## src/rtl/lf_pkg.sv

```systemverilog
package lf_pkg;
  localparam int PER_W  = 2;
  localparam int MARK_W = 4;

  typedef struct packed {
    logic              en;
    logic [PER_W-1:0]  per;
    logic [MARK_W-1:0] mark;
  } lf_cfg_t;
endpackage

```

## src/rtl/lf_cfg_reg.sv

```systemverilog
module lf_cfg_reg
  import lf_pkg::*;
(
  input  logic    clk,
  input  logic    rst_n,
  input  logic    wr,
  input  lf_cfg_t wr_cfg,
  input  logic    wrap,
  output lf_cfg_t act,
  output logic    kill
);
  lf_cfg_t pend_q, pend_d, act_q;

  assign pend_d = wr ? wr_cfg : pend_q;
  assign kill   = wr && !wr_cfg.en;
  assign act    = act_q;

  always_ff @(posedge clk) begin
    if (!rst_n) begin
      pend_q <= '0;
      act_q  <= '0;
    end else begin
      pend_q <= pend_d;
      if (kill)
        act_q <= '0;
      else if (!act_q.en || wrap)
        act_q <= pend_d;
    end
  end

  // Running settings only change at a period boundary or on disable.
  assert_hold_mid_period_R5: assert property (@(posedge clk) disable iff (!rst_n)
    (act_q.en && !wrap && !kill) |=> $stable(act_q));
endmodule

```

## src/rtl/lf_prescaler.sv

```systemverilog
module lf_prescaler
  import lf_pkg::*;
#(
  parameter int SIXT_BASE = 2048
) (
  input  logic              clk,
  input  logic              rst_n,
  input  logic              run,
  input  logic [PER_W-1:0]  per,
  output logic [MARK_W-1:0] phase,
  output logic              wrap
);
  localparam int PER_MAX = 1 << PER_W;
  localparam int LEN_MAX = PER_MAX * SIXT_BASE;
  localparam int CW      = (LEN_MAX > 1) ? $clog2(LEN_MAX) : 1;
  localparam int LW      = CW + 1;
  localparam int PHASES  = 1 << MARK_W;

  logic [CW-1:0]     cnt_q;
  logic [MARK_W-1:0] phase_q;
  logic [LW-1:0]     len;
  logic              tick;

  assign len   = LW'(per) * LW'(SIXT_BASE) + LW'(SIXT_BASE);
  assign tick  = run && ({1'b0, cnt_q} == len - LW'(1));
  assign wrap  = tick && (phase_q == MARK_W'(PHASES - 1));
  assign phase = phase_q;

  always_ff @(posedge clk) begin
    if (!rst_n || !run) begin
      cnt_q   <= '0;
      phase_q <= '0;
    end else if (tick) begin
      cnt_q   <= '0;
      phase_q <= phase_q + MARK_W'(1);
    end else begin
      cnt_q   <= cnt_q + CW'(1);
    end
  end

  assert_cnt_in_range_R2: assert property (@(posedge clk) disable iff (!rst_n)
    run |-> ({1'b0, cnt_q} < len));
  assert_phase_waits_tick_R2: assert property (@(posedge clk) disable iff (!rst_n)
    (run && !tick) |=> $stable(phase_q));
endmodule

```

## src/rtl/lf_compare.sv

```systemverilog
module lf_compare
  import lf_pkg::*;
(
  input  logic              clk,
  input  logic              rst_n,
  input  logic              en,
  input  logic [MARK_W-1:0] mark,
  input  logic [MARK_W-1:0] phase,
  output logic              led
);
  assign led = en && (phase <= mark);

  assert_rise_at_start_R3: assert property (@(posedge clk) disable iff (!rst_n)
    $rose(led) |-> (phase == '0));
  assert_fall_after_mark_R3: assert property (@(posedge clk) disable iff (!rst_n)
    $fell(led) |-> (!en || ({1'b0, phase} == ({1'b0, mark} + (MARK_W+1)'(1)))));
endmodule

```

## src/rtl/led_flasher.sv

```systemverilog
module led_flasher
  import lf_pkg::*;
#(
  parameter int SIXT_BASE = 2048
) (
  input  logic              clk,
  input  logic              rst_n,
  input  logic              cfg_wr,
  input  logic              cfg_en,
  input  logic [PER_W-1:0]  cfg_period,
  input  logic [MARK_W-1:0] cfg_mark,
  output logic              led_out
);
  lf_cfg_t           wr_cfg, act;
  logic              wrap, kill;
  logic [MARK_W-1:0] phase;

  assign wr_cfg = '{en: cfg_en, per: cfg_period, mark: cfg_mark};

  lf_cfg_reg u_cfg (
    .clk(clk), .rst_n(rst_n), .wr(cfg_wr), .wr_cfg(wr_cfg),
    .wrap(wrap), .act(act), .kill(kill)
  );

  lf_prescaler #(.SIXT_BASE(SIXT_BASE)) u_pre (
    .clk(clk), .rst_n(rst_n), .run(act.en), .per(act.per),
    .phase(phase), .wrap(wrap)
  );

  lf_compare u_cmp (
    .clk(clk), .rst_n(rst_n), .en(act.en), .mark(act.mark),
    .phase(phase), .led(led_out)
  );

  assert_off_after_disable_R6: assert property (@(posedge clk) disable iff (!rst_n)
    (cfg_wr && !cfg_en) |=> !led_out);
  assert_start_high_R7: assert property (@(posedge clk) disable iff (!rst_n)
    (cfg_wr && cfg_en && !act.en) |=> led_out);
  assert_idle_low_R1: assert property (@(posedge clk) disable iff (!rst_n)
    !act.en |-> !led_out);
endmodule

```

## config.mk

```make
export PLATFORM = sky130hd
export DESIGN_NAME = led_flasher
export DESIGN_NICKNAME = d
export VERILOG_FILES = /design/src/rtl/lf_pkg.sv /design/src/rtl/lf_cfg_reg.sv /design/src/rtl/lf_prescaler.sv /design/src/rtl/lf_compare.sv /design/src/rtl/led_flasher.sv
export SDC_FILE = /design/constraint.sdc
export NUM_CORES = 1
export LEC_CHECK = 0
export BUFFER_PORTS_ARGS = -buffer_cell sky130_fd_sc_hd__buf_2
export CORE_UTILIZATION = 46
export CTS_BUF_LIST = sky130_fd_sc_hd__clkbuf_16
export CTS_CLUSTER_SIZE = 30
export DETAILED_ROUTE_END_ITERATION = 10
export GPL_TIMING_DRIVEN = 0
export SYNTH_ARGS = -nofsm -noshare
export SYNTH_HDL_FRONTEND = slang
export SYNTH_HIERARCHICAL = 1
export SYNTH_SLANG_ARGS = --single-unit
```

## constraint.sdc

```tcl
create_clock -name clk -period 4.5 [get_ports clk]
set_input_delay 0 -clock clk [delete_from_list [all_inputs] [get_ports clk]]
set_output_delay 0 -clock clk [all_outputs]
set_load 0.03 [all_outputs]
```

==> run_results.csv, run 1 <==
group,metric,value,unit
synthesis,netlist_instances,147,
timing,setup_tns,0,ps
synthesis,synth_cell_types,32,
setup_path,cpMaxStageDelayCell,"nor3_1",
synthesis,synth_edf_count,0,
drt,drt_first_pass_iters,4,
placement,numPortBuffers,9,
drt,initialDrtViolationCount,41,
grt,antenna_found_initial,0,
final_layout,area_growth,16.27,%
timing,setup_viol,0,
final_layout,ff_latch_area,620.6,um2
clock_network,cts_tree,"built",
drt,wl_per_cell,11.72,um
synthesis,synthFlopType,"dfxtp_1",
setup_path,worst_ep_arrival_time,2710,ps
die,dieArea,3390,um2
synthesis,yosys_warnings,6,
drt,wl,2437,um
grt,grt_first_pass_wirelength,4326,um
drt,vias_per_cell,5.053,
pwr,total_power,641.5,uW
synthesis,yosysSeqAreaShare,0.4269,
clock_network,post_cts_buffers,0,
synthesis,ys_ff_latch,31,
timing,tightest_slew,767.0,ps
die,fp.dieH,58.22,um
clock_network,clkLatencyLatePin,260,ps
flow_run,drv_cap,0,
drt,dr_total_vias,1051,
clock_network,clk_pin_slew,50,ps
setup_path,worstSetupPathType,"reg -> reg",
timing,fin_crit_sh,0.5657,
final_layout,nFillCells,278,
clock_network,cts-hold-fix-buffers,0,
synthesis,syn-cell-area,1454,um2
pwr,powerDensity,379.5,nW/um2
grt,gr-total-overflow,0,
synthesis,syn_nets,163,
placement,dp_hpwl,1831,um
timing,hold_viol,0,
setup_path,crit_path_max_incr_delay,640,ps
setup_path,end_kind,"flop",
run_status,status,"finished, final reports clean",
timing,skew,2.060,ps
grt,gr-usage-all-layers,0.1700,
timing,relSlewSlack,0.4848,
placement,gp_congestion,0.7093,
final_layout,drive_gt1_frac,0.1890,
final_layout,final_util,0.5583,
timing,slew_viol_final,0,
synthesis,syn_avg_cell_area,9.890,um2
pwr,p_leak,0.6199,nW
grt,grt_pass1_vias,1006,
hold_path,hold_class,"in -> reg",
final_layout,fin_nets,179,
clock_network,cts_made_buffers,5,
clock_network,root_buffer,"clkbuf_16",
final_layout,multi_input_area,762.0,um2
clock_network,cts-htree-levels,2,
die,start_util,0.4802,
clock_network,clk_path_buf_depth,2,
die,num_rows,20,
setup_path,worstPathRequired,4660,ps
synthesis,async_flop_share,0,
setup_path,crit_chain,"ha_1 > nand3_2 > or4_1 > nor3_1 > nor3b_1 > a2111oi_2",
die,coreArea,3028,um2
pwr,peakVddDrop,319.0,uV
final_layout,antenna_cells,0,
clock_network,cts.sinks,31,
die,die_width,58.22,um
timing,rsz0062_at_grt,"false",
die,top_level_ports,11,
clock_network,cts_resized,0,
drt,drc,0,
grt,grt_max_degree,13,
timing,period_needed,2545,ps
drt,ant_nets,0,
timing,fmax,392.9,MHz
setup_path,path_max_fanout,7,
setup_path,start_kind,"flop",
path summary, 6_finish.rpt:
path | startpoint | cells after the start | endpoint | slack, ps
worst max-delay path | u_pre/cnt_q[0] | 6 | u_cfg/act[3] | 1950
worst min-delay path | cfg_mark[0] | 3 | u_cfg/pend_q[0] | 30
worst max register to register | u_pre/cnt_q[0] | 6 | u_cfg/act[3] | 1950
worst min register to register | u_pre/cnt_q[0] | 1 | u_pre/cnt_q[0] | 460
cell families (layout without fill, tap and decap cells):
logic type      count (synthesis)  after routing  share of synthesized area
compound gates                 19             19                     0.1239
simple gates                   58             58                     0.2289
mux                             6              6                    0.04131
fa+ha+maj                       6              6                    0.05163
xor+xnor                       13             13                    0.07831
buf+inv                        14             31                    0.04905
flops                          31             31                     0.4269
power breakdown:
part,switching (mW),internal [mW]
Combinational,0.0283,0.0232
Sequential,0.00592,0.285
Clock,0.102,0.198
Total,0.136,0.506
metal layers:
layer / GRT usage / share of wire
met4: 0.06463 / 0.0070
met3: 0.07366 / 0.037
met1: 0.2193 / 0.49
met5: 0 / 0
met2: 0.2512 / 0.47
placed cells by master, fill, tap and decap left out:
master	n
and4_1	1
a21oi_1	4
o31ai_1	3
mux2i_1	6
a211oi_1	1
a2111oi_2	6
nand4_1	1
nor3b_1	7
o21bai_1	1
clkinv_1	2
nor3_1	3
o21ai_0	1
nand2b_4	1
inv_1	10
buf_6	2
or3_1	2
o2111ai_1	2
or4_1	3
nand4_2	1
or3b_2	1
xnor2_1	8
nor2_1	22
xor2_1	5
a41o_1	1
nor2b_4	2
clkbuf_16	5
nand2_1	6
and3_1	1
nand3_1	5
dfxtp_1	31
nor4_1	1
nand3_2	1
buf_2	12
ha_1	6
through the flow:
stage	std cells	area [um2]	worst slack, ps	hold slack, ps
finish	208	1690	1955	34.08
floorplan	147	1454	2310	163.4
global route	208	1690	1721	51.20
CTS	208	1690	1955	25.48
global placement	200	1554	1991	293.3
detailed placement	200	1554	1969	301.2
cells in the mapped netlist, types with 4 or more instances:
cell type | number | area [um2]
dfxtp_1 | 31 | 620.6
nor2_1 | 22 | 82.58
inv_1 | 9 | 33.78
xnor2_1 | 8 | 70.07
nor3b_1 | 7 | 52.55
a2111oi_2 | 6 | 90.09
ha_1 | 6 | 75.07
mux2i_1 | 6 | 60.06
nand2_1 | 6 | 22.52
nand3_1 | 5 | 25.02
xor2_1 | 5 | 43.79
a21oi_1 | 4 | 20.02
worst max-delay path, delay by kind of cell, from the launching register on:
kind	cells	cell delay, ps
adder cells (fa/ha/maj)	1	210
AND/OR/NAND/NOR	4	1510
flip-flops	1	360
AO/OA/AOI/OAI	1	350
area by class of cell:
class	instances	area share
Clock buffer	5	0.07402
Buffer	5	0.02221
Multi-Input combinational cell	102	0.4508
Sequential cell	31	0.3671
Clock inverter	3	0.006662
Inverter	9	0.01999
Timing Repair Buffer	9	0.02665
Tap cell	44	0.03257
registers in the layout, indices dropped and copies added (netlist names):
name	count
u_cfg/pend_q	7
u_pre/cnt_q	13
u_pre/phase	4
u_cfg/act	7
(Power assumes the default switching activity.)
==> run 2: changes to the inputs <==
--- a/config.mk
+++ b/config.mk
@@ -5,12 +5,14 @@
 export SDC_FILE = /design/constraint.sdc
 export NUM_CORES = 1
 export LEC_CHECK = 0
+export ABC_AREA = 1
 export BUFFER_PORTS_ARGS = -buffer_cell sky130_fd_sc_hd__buf_2
 export CORE_UTILIZATION = 46
 export CTS_BUF_LIST = sky130_fd_sc_hd__clkbuf_16
 export CTS_CLUSTER_SIZE = 30
 export DETAILED_ROUTE_END_ITERATION = 10
 export GPL_TIMING_DRIVEN = 0
+export PLACE_DENSITY = 0.66
 export SYNTH_ARGS = -nofsm -noshare
 export SYNTH_HDL_FRONTEND = slang
 export SYNTH_HIERARCHICAL = 1
==> constraint.sdc (replaced) <==
create_clock -name clk -period 2.1 [get_ports clk]
set_input_delay 0 -clock clk [delete_from_list [all_inputs] [get_ports clk]]
set_output_delay 0 -clock clk [all_outputs]
set_load 0.03 [all_outputs]
==> run_results.csv, run 2 <==
group,metric,value,unit
run_status,status,"finished, final reports clean",
pwr,intPower,1.090,mW
placement,place_area,1682,um2
setup_path,crit_chain,"ha_1 > nand3_2 > nor2_4 > nand3_1 > nor2_1 > nor2_4 > buf_6 > nor2_1 > nor2_1",
setup_path,reg2reg_depth,9,
final_layout,fin_nets,265,
final_layout,final_common_cell,"nand2_1",
placement,gp_congestion,0.7642,
grt,gr-usage-all-layers,0.1790,
final_layout,area_growth,19.38,%
synthesis,yosys_warnings,6,
hold_path,holdPathStages,3,
clock_network,cts_tree,"built",
final_layout,top_register,"u_pre/cnt_q",
placement,dp_hpwl,2011,um
final_layout,antenna_cells,0,
timing,rsz0062_at_grt,"false",
grt,gr-total-overflow,0,
pwr,p_sw,326.3,uW
die,num_rows,20,
pwr,p_comb_frac,0.086,
pwr,powerDensity,750.4,nW/um2
grt,antenna_found_initial,0,
flow_run,drv_cap,0,
die,dieArea,3677,um2
final_layout,largest_register_ffs,13,
die,fp.dieH,60.64,um
pwr,peakVddDrop,445.5,uV
setup_path,crit_top_cell,"nor2_1",
placement,dp_cells,279,
clock_network,clk_pin_slew,50,ps
grt,grt_pass1_vias,1124,
drt,wl,2775,um
timing,fmax,549.2,MHz
setup_path,worstPathRequired,2270,ps
timing,hold_ws,7.900,ps
timing,skew,2.411,ps
hold_path,hold_path_end,"u_cfg/pend_q[2]",
drt,initialDrtViolationCount,44,
drt,drc,0,
die,coreArea,3153,um2
drt,vias_per_cell,4.493,
synthesis,netlist_instances,226,
timing,setup_viol,0,
setup_path,worst_ep_arrival_time,1990,ps
setup_path,crit_buf_inv,1,
drt,dr_total_vias,1321,
final_layout,drive_gt1_frac,0.1320,
final_layout,instances_no_fill,294,
setup_path,start_kind,"flop",
setup_path,crit_path_max_incr_delay,410,ps
timing,tightest_slew,331.5,ps
timing,slew_viol_final,0,
final_layout,finalInstanceArea,1888,um2
setup_path,cpMaxStageDelayCell,"dfxtp_1",
setup_path,reg2reg_slack,280,ps
setup_path,r2r-end,"u_cfg/act[3]",
drt,drt_first_pass_iters,4,
setup_path,rr_startpoint,"u_pre/cnt_q[0]",
setup_path,path_max_fanout,10,
clock_network,cts_made_buffers,5,
clock_network,root_buffer,"clkbuf_16",
pwr,seqPwrFrac,0.437,
timing,period_needed,1821,ps
clock_network,clk_path_buf_depth,2,
grt,grt_max_degree,11,
die,top_level_ports,11,
setup_path,startpoint,"u_pre/cnt_q[0]",
grt,grt_first_pass_wirelength,4740,um
synthesis,syn_avg_cell_area,6.998,um2
clock_network,clkLatencyLatePin,270,ps
drt,ant_nets,0,
timing,hold_viol,0,
hold_path,min_from,"cfg_mark[2]",
die,start_util,0.5016,
pwr,clock_power_share,0.477,
pwr,p_leak,0.8303,nW
setup_path,worstSetupPathType,"reg -> reg",
pwr,swShare,0.2304,
timing,relSlewSlack,0.7773,
clock_network,cts.sinks,31,
hold_path,hold_class,"in -> reg",
setup_path,crit_family,"simple AND/OR/NAND/NOR gates",
placement,numPortBuffers,9,
synthesis,syn-cell-area,1582,um2
timing,fin_crit_sh,0.8671,
setup_path,end_kind,"flop",
die,die_width,60.64,um
clock_network,cts-htree-levels,2,
synthesis,syn_nets,242,
final_layout,mostFrequentLayoutCells,"63 x nand2_1, 40 x inv_1, 31 x dfxtp_1, 27 x nor2_1, 17 x a21oi_1",
drt,wl_per_cell,9.439,um
timing,setup_tns,0,ps
## run 2: area by class of cell
class,count,area [um2]
plain buffers,3,33.78
clock buffers,5,125.1
clock inverters,3,16.27
fillers,316,1265
inverters,41,156.4
multi-input cells,151,770.7
flip-flops and latches,31,620.6
well taps,44,55.05
repair buffers,16,110.1
## run 2: what timing repair did
item,CTS,global route
hold buffers,5,0
setup endpoints to repair,0,4
setup buffers,0,2
endpoints found under the hold margin,5,0
gates resized for setup,0,0
## run 2: worst reg2reg max path: cells and delay by family (launching register included)
| kind | cells | cell delay (ps) |
|---|---|---|
| fa+ha+maj | 1 | 240 |
| simple gates | 7 | 920 |
| flops | 1 | 410 |
| buf+inv | 1 | 140 |
## run 2: metal layers
layer / vias up / share of wire / global-route usage
li1: 746 / - / -
met1: 554 / 0.53 / 0.2341
met2: 16 / 0.42 / 0.2669
met3: 5 / 0.032 / 0.05970
met4: 0 / 0.018 / 0.08442
met5: - / 0 / 0
## run 2: power by group through the flow
stage	clock (mW)	combinational (mW)	sequential, mW
3_3_place_gp	0	0.114	0.631
5_1_grt	0.716	0.140	0.621
3_5_place_dp	0	0.115	0.631
6_report	0.675	0.122	0.619
2_1_floorplan	0	0.0905	0.628
4_1_cts	0.700	0.123	0.619
## run 2: per-stage QoR
stage	setup WS, ps	util	power, mW
global placement	160.9	0.5333	0.7451
finish	279.1	0.5988	1.417
CTS	150.5	0.5940	1.441
detailed placement	179.1	0.5333	0.7456
global route	123.6	0.5988	1.476
floorplan	410.9	-	0.7187
## run 2: how the worst max path moves through the flow
stage | to | cells after the start
6_report | u_cfg/act[3] | 9
5_1_grt | u_cfg/act[3] | 9
4_1_cts | u_cfg/act[3] | 9
3_5_place_dp | u_cfg/act[3] | 9
3_3_place_gp | u_cfg/act[3] | 9
2_1_floorplan | u_cfg/act[0] | 9
==> run 3: changes to the inputs <==
--- a/config.mk
+++ b/config.mk
@@ -15,5 +15,4 @@
 export PLACE_DENSITY = 0.66
 export SYNTH_ARGS = -nofsm -noshare
 export SYNTH_HDL_FRONTEND = slang
-export SYNTH_HIERARCHICAL = 1
 export SYNTH_SLANG_ARGS = --single-unit
==> run_results.csv, run 3 <==
group,metric,value,unit
setup_path,start_kind,"flop",
final_layout,antenna_cells,0,
timing,setup_tns,0,ps
die,num_rows,20,
die,start_util,0.4850,
drt,wl_per_cell,10.18,um
grt,grt_max_degree,11,
die,die_width,58.97,um
placement,gp_congestion,0.7629,
final_layout,mostFrequentLayoutCells,"36 x nor2_1, 31 x dfxtp_1, 29 x nand2_1, 23 x inv_1, 13 x a21oi_1",
placement,post-place-ws,537.5,ps
final_layout,largest_register_ffs,13,
timing,hold_viol,0,
synthesis,syn_avg_cell_area,7.616,um2
grt,grt_first_pass_wirelength,4422,um
drt,ant_nets,0,
drt,dr_total_vias,1179,
final_layout,finalInstanceArea,1762,um2
die,fp.dieH,58.97,um
timing,rsz0062_at_grt,"false",
grt,antenna_found_initial,0,
clock_network,cts_tree,"built",
clock_network,clk_path_buf_depth,2,
final_layout,area_growth,18.02,%
pwr,swShare,0.2143,
timing,setup_viol,0,
setup_path,worstPathRequired,2270,ps
timing,timing.final.ws_setup,537.6,ps
pwr,peakVddDrop,630.8,uV
drt,vias_per_cell,4.570,
synthesis,synthFlopType,"dfxtp_1",
die,dieArea,3477,um2
synthesis,netlist_instances,196,
pwr,seqPwrFrac,0.402,
synthesis,async_flop_share,0,
synthesis,synth_area_leaders,"dfxtp_1 42%, nor2_1 9.1%, nand2_1 7.3%, inv_1 5.8%, ha_1 5.0%",
drt,wl,2627,um
drt,initialDrtViolationCount,22,
drt,drt_first_pass_iters,4,
clock_network,cts.sinks,31,
die,top_level_ports,11,
grt,grt_pass1_vias,1032,
setup_path,end_kind,"flop",
setup_path,reg2reg_slack,540,ps
pwr,p_leak,0.7515,nW
clock_network,clkLatencyLatePin,280,ps
setup_path,path_max_fanout,10,
pwr,intPower,1.206,mW
synthesis,syn_nets,212,
clock_network,post_cts_buffers,0,
timing,fin_crit_sh,0.7440,
pwr,p_sw,328.9,uW
synthesis,yosysSeqAreaShare,0.4158,
synthesis,syn-cell-area,1493,um2
placement,place_area,1598,um2
setup_path,worst_ep_arrival_time,1730,ps
timing,fmax,640.0,MHz
placement,dp_hpwl,1951,um
timing,skew,3.324,ps
drt,drc,0,
placement,numPortBuffers,10,
final_layout,top_register,"u_pre.cnt_q",
timing,tightest_slew,450.3,ps
clock_network,cts_resized,0,
pwr,p_comb_frac,0.072,
clock_network,cts-hold-fix-buffers,0,
grt,gr-total-overflow,0,
pwr,clock_power_share,0.526,
setup_path,worstSetupPathType,"reg -> reg",
final_layout,drive_gt1_frac,0.1636,
clock_network,cts-htree-levels,2,
flow_run,drv_cap,0,
hold_path,hold_class,"in -> reg",
synthesis,synth_edf_count,0,
clock_network,clk_pin_slew,50,ps
grt,gr-usage-all-layers,0.1784,
synthesis,ys_ff_latch,31,
synthesis,synth_top_cells_by_count,"36 x nor2_1, 31 x dfxtp_1, 29 x nand2_1",
synthesis,synth_cell_types,28,
final_layout,fin_nets,229,
synthesis,synth_top_cell_by_area,"dfxtp_1",
timing,slew_viol_final,0,
final_layout,final_common_cell,"nor2_1",
timing,relSlewSlack,0.6998,
die,coreArea,3078,um2
synthesis,yosysMostFrequentCell,"nor2_1",
clock_network,root_buffer,"clkbuf_16",
clock_network,cts_made_buffers,5,
pwr,powerDensity,871.5,nW/um2
synthesis,yosys_warnings,0,
timing,period_needed,1562,ps
synthesis,synth_top_area_share,0.4158,
run_status,status,"finished, final reports clean",
run 3: area by class of cell:
cell class / count / area, um2
repair buffers: 10 / 50.05
fillers: 302 / 1316
well taps: 44 / 55.05
inverters: 27 / 101.3
plain buffers: 4 / 27.53
multi-input cells: 134 / 743.2
flip-flops and latches: 31 / 620.6
clock inverters: 3 / 38.79
clock buffers: 5 / 125.1
run 3: cells by family after synthesis:
| group | after synthesis | share of synthesized area |
|---|---|---|
| AOI/OAI and AO/OA | 24 | 0.08214 |
| xor gates and xnor gates | 8 | 0.04694 |
| adders and majority gates | 6 | 0.05029 |
| buffers and inverters | 31 | 0.08633 |
| DFF | 31 | 0.4158 |
| and+or+nand+nor | 96 | 0.3185 |
run 3: power by group through the flow:
stage          sequential (mW)  clock (mW)  combinational [mW]
2_1_floorplan            0.628           0              0.0836
3_3_place_gp             0.629           0               0.108
3_5_place_dp             0.629           0               0.112
4_1_cts                  0.617       0.832               0.112
5_1_grt                  0.618       0.850               0.130
6_report                 0.617       0.807               0.111
run 3: metal layers:
layer,track usage,share of wire,wire length [um]
met1,0.2138,0.50,1311
met2,0.2744,0.45,1188
met3,0.07912,0.038,100
met4,0.08163,0.010,27
met5,0,0,0
run 3: final timing paths:
check | start | end | cells after the start
worst max-delay path | u_pre.cnt_q[0] | u_pre.cnt_q[10] | 9
worst min-delay path | cfg_en | u_cfg.pend_q[6] | 3
worst max register to register | u_pre.cnt_q[0] | u_pre.cnt_q[10] | 9
worst min register to register | u_pre.cnt_q[0] | u_pre.cnt_q[0] | 1
run 3: worst max-delay path, stage by stage (launching register included):
cell and delay, ps:
dfxtp_1 350, ha_1 170, nand2_1 80, inv_2 70, nand2_2 90, nor2_8 190
nand2_2 120, nand2_2 120, buf_4 190, nor2_1 60
run 3: metrics by stage:
stage	total power, mW	hold WS [ps]	util	std cells
floorplan	0.7113	145.0	-	196
global placement	0.7364	287.1	0.5191	250
detailed placement	0.7411	299.0	0.5191	250
CTS	1.561	6.122	0.5724	258
global route	1.598	26.37	0.5724	258
finish	1.535	14.88	0.5724	258
